===== config.mk =====
export PLATFORM = sky130hd
export DESIGN_NAME = sdram_cmd_front
export DESIGN_NICKNAME = d
export VERILOG_FILES = /design/src/rtl/sdcmd_pkg.sv /design/src/rtl/sdcmd_decode.sv /design/src/rtl/sdcmd_bank_state.sv /design/src/rtl/sdcmd_capture.sv /design/src/rtl/sdram_cmd_front.sv
export SDC_FILE = /design/constraint.sdc
export NUM_CORES = 1
export LEC_CHECK = 0
export BUFFER_PORTS_ARGS = -buffer_cell sky130_fd_sc_hd__clkbuf_2
export CAP_MARGIN = 20
export CORE_UTILIZATION = 50
export DETAILED_ROUTE_END_ITERATION = 16
export GPL_TIMING_DRIVEN = 0
export PLACE_DENSITY = 0.79
export SYNTH_ARGS = -nofsm -noshare
export SYNTH_HDL_FRONTEND = slang
export SYNTH_HIERARCHICAL = 1
export SYNTH_SLANG_ARGS = --single-unit

===== constraint.sdc =====
create_clock -name clk -period 2.94 [get_ports clk]
set_clock_uncertainty 0.15 [all_clocks]
set_input_delay 0.294 -clock clk [delete_from_list [all_inputs] [get_ports clk]]
set_output_delay 0.294 -clock clk [all_outputs]
set_load 0.05 [all_outputs]

===== src/rtl/sdcmd_pkg.sv =====
package sdcmd_pkg;

  typedef enum logic [2:0] {
    CMD_NOP = 3'd0,
    CMD_ACT = 3'd1,
    CMD_PRE = 3'd2,
    CMD_RD  = 3'd3,
    CMD_WR  = 3'd4,
    CMD_MRS = 3'd5
  } cmd_e;

  // Strobe code to command; chip select high masks everything.
  function automatic cmd_e strobe_to_cmd(input logic cs_n, input logic ras_n,
                                         input logic cas_n, input logic we_n);
    cmd_e c;
    c = CMD_NOP;
    if (!cs_n) begin
      case ({ras_n, cas_n, we_n})
        3'b011:  c = CMD_ACT;
        3'b010:  c = CMD_PRE;
        3'b101:  c = CMD_RD;
        3'b100:  c = CMD_WR;
        3'b000:  c = CMD_MRS;
        default: c = CMD_NOP;
      endcase
    end
    return c;
  endfunction

  // Whether a command is allowed given the target bank and the whole set.
  function automatic logic cmd_legal(input cmd_e c, input logic tgt_open,
                                     input logic any_open);
    logic ok;
    case (c)
      CMD_ACT:         ok = !tgt_open;
      CMD_RD, CMD_WR:  ok = tgt_open;
      CMD_MRS:         ok = !any_open;
      default:         ok = 1'b1;
    endcase
    return ok;
  endfunction

endpackage


===== src/rtl/sdcmd_decode.sv =====
module sdcmd_decode
  import sdcmd_pkg::*;
(
  input  logic cs_n,
  input  logic ras_n,
  input  logic cas_n,
  input  logic we_n,
  output cmd_e cmd
);

  always_comb begin
    cmd = strobe_to_cmd(cs_n, ras_n, cas_n, we_n);
  end

endmodule


===== src/rtl/sdcmd_bank_state.sv =====
module sdcmd_bank_state
  import sdcmd_pkg::*;
#(
  parameter int BANKS = 4,
  parameter int BA_W  = 2
) (
  input  logic             clk,
  input  logic             rst_n,
  input  cmd_e             cmd,
  input  logic [BA_W-1:0]  ba,
  input  logic             a10,
  output logic [BANKS-1:0] open_q,
  output logic             legal
);

  always_comb begin
    legal = cmd_legal(cmd, open_q[ba], |open_q);
  end

  for (genvar i = 0; i < BANKS; i++) begin : g_bank
    logic sel;
    assign sel = (ba == BA_W'(i));

    always_ff @(posedge clk or negedge rst_n) begin
      if (!rst_n) begin
        open_q[i] <= 1'b0;
      end else if (legal) begin
        case (cmd)
          CMD_ACT: if (sel) open_q[i] <= 1'b1;
          CMD_PRE: if (sel || a10) open_q[i] <= 1'b0;
          CMD_RD, CMD_WR: if (sel && a10) open_q[i] <= 1'b0;
          default: ;
        endcase
      end
    end
  end

endmodule


===== src/rtl/sdcmd_capture.sv =====
module sdcmd_capture
  import sdcmd_pkg::*;
#(
  parameter int ROW_W  = 13,
  parameter int COL_W  = 9,
  parameter int BA_W   = 2,
  parameter int AP_BIT = 10
) (
  input  logic             clk,
  input  logic             rst_n,
  input  cmd_e             cmd,
  input  logic             legal,
  input  logic [BA_W-1:0]  ba,
  input  logic [ROW_W-1:0] addr,
  output logic             act_q,
  output logic             pre_q,
  output logic             rd_q,
  output logic             wr_q,
  output logic             mrs_q,
  output logic             bad_q,
  output logic             ap_q,
  output logic             pall_q,
  output logic [ROW_W-1:0] row_q,
  output logic [COL_W-1:0] col_q,
  output logic [BA_W-1:0]  bank_q,
  output logic [ROW_W-1:0] mode_q
);

  logic a10;
  assign a10 = addr[AP_BIT];

  always_ff @(posedge clk or negedge rst_n) begin
    if (!rst_n) begin
      act_q  <= 1'b0;
      pre_q  <= 1'b0;
      rd_q   <= 1'b0;
      wr_q   <= 1'b0;
      mrs_q  <= 1'b0;
      bad_q  <= 1'b0;
      ap_q   <= 1'b0;
      pall_q <= 1'b0;
      row_q  <= '0;
      col_q  <= '0;
      bank_q <= '0;
      mode_q <= '0;
    end else begin
      act_q  <= 1'b0;
      pre_q  <= 1'b0;
      rd_q   <= 1'b0;
      wr_q   <= 1'b0;
      mrs_q  <= 1'b0;
      ap_q   <= 1'b0;
      pall_q <= 1'b0;
      bad_q  <= (cmd != CMD_NOP) && !legal;
      if (legal) begin
        case (cmd)
          CMD_ACT: begin
            act_q  <= 1'b1;
            row_q  <= addr;
            bank_q <= ba;
          end
          CMD_PRE: begin
            pre_q  <= 1'b1;
            pall_q <= a10;
            bank_q <= ba;
          end
          CMD_RD: begin
            rd_q   <= 1'b1;
            ap_q   <= a10;
            col_q  <= addr[COL_W-1:0];
            bank_q <= ba;
          end
          CMD_WR: begin
            wr_q   <= 1'b1;
            ap_q   <= a10;
            col_q  <= addr[COL_W-1:0];
            bank_q <= ba;
          end
          CMD_MRS: begin
            mrs_q  <= 1'b1;
            mode_q <= addr;
          end
          default: ;
        endcase
      end
    end
  end

endmodule


===== src/rtl/sdram_cmd_front.sv =====
module sdram_cmd_front
  import sdcmd_pkg::*;
#(
  parameter int BANKS  = 4,
  parameter int ROW_W  = 13,
  parameter int COL_W  = 9,
  parameter int AP_BIT = 10,
  localparam int BA_W  = $clog2(BANKS)
) (
  input  logic             clk,
  input  logic             rst_n,
  input  logic             cs_n,
  input  logic             ras_n,
  input  logic             cas_n,
  input  logic             we_n,
  input  logic [BA_W-1:0]  ba,
  input  logic [ROW_W-1:0] addr,
  output logic             act_o,
  output logic             pre_o,
  output logic             rd_o,
  output logic             wr_o,
  output logic             mrs_o,
  output logic [ROW_W-1:0] row_o,
  output logic [COL_W-1:0] col_o,
  output logic [BA_W-1:0]  bank_o,
  output logic             auto_pre_o,
  output logic             pre_all_o,
  output logic [ROW_W-1:0] mode_o,
  output logic [BANKS-1:0] bank_open_o,
  output logic             illegal_o
);

  // Named internal events, visible to the bound checker.
  cmd_e cmd_now;
  logic cmd_ok;

  sdcmd_decode u_dec (
    .cs_n  (cs_n),
    .ras_n (ras_n),
    .cas_n (cas_n),
    .we_n  (we_n),
    .cmd   (cmd_now)
  );

  sdcmd_bank_state #(.BANKS(BANKS), .BA_W(BA_W)) u_banks (
    .clk    (clk),
    .rst_n  (rst_n),
    .cmd    (cmd_now),
    .ba     (ba),
    .a10    (addr[AP_BIT]),
    .open_q (bank_open_o),
    .legal  (cmd_ok)
  );

  sdcmd_capture #(.ROW_W(ROW_W), .COL_W(COL_W), .BA_W(BA_W), .AP_BIT(AP_BIT)) u_cap (
    .clk    (clk),
    .rst_n  (rst_n),
    .cmd    (cmd_now),
    .legal  (cmd_ok),
    .ba     (ba),
    .addr   (addr),
    .act_q  (act_o),
    .pre_q  (pre_o),
    .rd_q   (rd_o),
    .wr_q   (wr_o),
    .mrs_q  (mrs_o),
    .bad_q  (illegal_o),
    .ap_q   (auto_pre_o),
    .pall_q (pre_all_o),
    .row_q  (row_o),
    .col_q  (col_o),
    .bank_q (bank_o),
    .mode_q (mode_o)
  );

endmodule


==> impl_metrics.py <==
metrics = {
    "outcome": {
        "outcome": "finished clean",
    },
    "routing": {
        "wire_per_inst_um": 15.0,
        "first_pass_iters": 4,
        "ant_nets": 0,
        "drcViolationCount": 0,
        "via_per_inst": 5.37,
        "drtIter0Drc": 72,
        "routed_wl_um": 4490,
        "via_count": 1610,
    },
    "die": {
        "fp.coreArea_sq_um": 4120,
        "placementRows": 23,
        "ios": 70,
        "die_y_um": 68.3,
        "initial_core_util": 0.535,
        "dieArea_sq_um": 4670,
        "die_x_um": 68.3,
    },
    "global_routing": {
        "grt_overflow": 0,
        "antenna_found_initial": 0,
        "grt_pass1_vias": 1455,
        "grt_pass1_wl_um": 6960,
        "grt_max_degree": 32,
        "grt_usage": 0.209,
    },
    "placed_design": {
        "gp_congestion": 0.818,
        "post-place-cells": 285,
        "placed_area_sq_um": 2630,
        "detailed_place_hpwl_um": 3210,
        "io_buffers": 69,
    },
    "finish": {
        "num_antenna_cells": 0,
        "fin_area_sq_um": 2840,
        "final_common_cell": "clkbuf_2",
        "final_cells": 300,
        "final_util": 0.691,
        "nets": 270,
        "mostFrequentLayoutCells": "70 x clkbuf_2, 49 x dfrtp_1, 37 x mux2_2, 8 x o211ai_1, 6 x buf_4",
        "areaGrowthSynthToFinish_pct": 29.2,
        "drive_gt1_frac": 0.540,
    },
    "logic_synthesis": {
        "synthFlopType": "dfrtp_1",
        "seq_area_frac_synth": 0.557,
        "yosysUniqueCellTypes": 40,
        "synth_edf_count": 0,
        "syn_area_per_cell_sq_um": 13.3,
        "syn-num-nets": 186,
        "async_reset_ff_frac": 1.00,
        "synthCells": 165,
        "ys_seq_elements": 49,
        "synthesis.area_sq_um": 2200,
        "synth.yosys.warnings": 6,
    },
    "sta": {
        "worstMarginPinSlew_ps": 607,
        "fmax_mhz": 359,
        "maxSlewViolCount": 0,
        "hold_violations": 0,
        "fin_crit_ps": 2790,
        "setup_violations": 0,
        "fin_crit_sh": 0.947,
        "maxSlewHeadroom": 0.596,
        "whs_ps": 81.3,
    },
    "clocking": {
        "cts_tree": "built",
        "clk_pin_slew_ps": 90,
        "cts-root-buf": "clkbuf_8",
        "clk_path_buf_depth": 2,
        "cts_max_level": 2,
        "cts_buffers": 5,
        "clk_latency_ps": 300,
        "clkSinkCount": 49,
    },
    "critical_path": {
        "rrSetupSlack_ps": 150,
        "cp.arrival_ps": 2830,
        "crit_type": "register to register",
        "critPathLaunchType": "register",
        "slowest_delay_ps": 580,
        "r2r-end": "u_cap/mode_q[9]$_DFFE_PN0P_",
        "rr_startpoint": "u_banks/open_q[3]$_DFFE_PN0P_",
        "critPathBufInv": 1,
        "path_delay_family": "multiplexers",
        "worstPathRequired_ps": 2980,
        "endpoint_kind": "register",
        "cp_max_fo": 10,
        "path_cells": "mux4_2 > mux2i_1 > a311oi_1 > a21oi_2 > nand4b_1 > buf_4 > mux2_2",
        "r2r_cells": 7,
        "cp_slowest_cell": "mux4_2",
    },
    "power_and_ir_drop": {
        "sw_frac_of_total": 0.477,
        "p_int_w": 0.00153,
        "combPwrFrac": 0.487,
        "totalPowerFinal_w": 0.00292,
        "vdd_drop_max_mv": 0.524,
        "p_seq_frac": 0.349,
        "power.leakage_nw": 1.35,
        "p_switching_w": 0.00139,
        "p_per_area_nw_per_um2": 1030,
        "clock_power_share": 0.164,
    },
    "run": {
        "cap_violations": 0,
    },
    "hold_path": {
        "holdPathEnd": "u_cap/row_q[12]$_DFFE_PN0P_",
        "min_path_type": "primary input to register",
        "hold_path_depth": 2,
        "min-delay-start": "addr[12]",
    },
}
-- area by class of cell --
| class | count | area (sq um) |
|---|---|---|
| Tap cell | 50 | 62.6 |
| Fill cell | 310 | 1270 |
| Clock buffer | 6 | 72.6 |
| Inverter | 2 | 7.51 |
| Clock inverter | 2 | 38.8 |
| Buffer | 6 | 35.0 |
| Timing Repair Buffer | 77 | 433 |
| Multi-Input combinational cell | 108 | 967 |
| Sequential cell | 49 | 1230 |
-- stage by stage --
step | setup TNS (ps) | worst slack [ps]
after global placement | -18740 | -656
final | 0 | 154
after detailed placement | -20090 | -735
after global routing | -1.41 | -1.41
after CTS | 0 | 54.9
after floorplan | 0 | 88.0
-- cell usage after synthesis (2+ instances only) --
master	instances	share of area
a21oi_1	2	0.0046
and3b_1	2	0.0080
clkbuf_1	4	0.0068
dfrtp_1	49	0.56
inv_1	2	0.0034
maj3_1	4	0.018
mux2_2	37	0.19
nand2_1	5	0.0085
nand2b_1	4	0.011
nand3_1	5	0.011
nand3b_1	2	0.0068
nand4bb_1	2	0.010
nor2_1	4	0.0068
nor3_1	4	0.0091
nor3b_1	2	0.0068
o211ai_1	8	0.027
o21ai_0	5	0.011
or2_2	2	0.0057
-- worst max path at each step --
stage | endpoint | cells past startpoint | slack [ps] | from
6_report | u_cap/mode_q[9]$_DFFE_PN0P_ | 7 | 150 | u_banks/open_q[3]$_DFFE_PN0P_
5_1_grt | u_cap/mode_q[7]$_DFFE_PN0P_ | 7 | -1 | u_banks/open_q[3]$_DFFE_PN0P_
4_1_cts | u_cap/mode_q[9]$_DFFE_PN0P_ | 10 | 50 | cas_n
3_5_place_dp | u_cap/col_q[6]$_DFFE_PN0P_ | 8 | -730 | we_n
3_3_place_gp | u_cap/col_q[8]$_DFFE_PN0P_ | 8 | -660 | we_n
2_1_floorplan | u_cap/col_q[0]$_DFFE_PN0P_ | 7 | 90 | u_banks/open_q[3]$_DFFE_PN0P_
-- repair_timing --
action	4_1_cts	5_1_grt
pin swaps	0	2
buffers inserted	0	6
hold buffers	1	0
setup endpoints to repair	33	29
hold endpoints to repair	18	0
resized for setup	4	3
-- registers in the layout (all words and copies together), names as in the netlist --
register and count:
u_cap/mode_q 13, u_cap/row_q 13, u_cap/col_q 9, u_banks/open_q 4, u_cap/bank_q 2, u_cap/act_q 1, u_cap/ap_q 1, u_cap/bad_q 1
u_cap/mrs_q 1, u_cap/pall_q 1, u_cap/pre_q 1, u_cap/rd_q 1, u_cap/wr_q 1
-- power by group through the flow --
stage | clock network, W | registers [W] | logic (W)
finish | 0.000479 | 0.00102 | 0.00142
global route | 0.000513 | 0.00105 | 0.00150
CTS | 0.000488 | 0.00102 | 0.00142
detailed placement | 0 | 0.00103 | 0.00141
global placement | 0 | 0.00103 | 0.00139
floorplan | 0 | 0.00179 | 0.000308
-- logic make-up after synthesis --
family,Yosys count,share of synthesized area
flops,49,0.557
simple gates,44,0.134
mux,39,0.204
compound gates,20,0.0631
buf+inv,8,0.0188
fa+ha+maj,4,0.0182
xor+xnor,1,0.00398
-- layer usage --
metal  GRT usage  routed length (um)
met2       0.333                2170
met3      0.0367                 236
met1       0.271                2000
met4       0.104                  78
met5           0                   0
(Power assumes the default switching activity.)
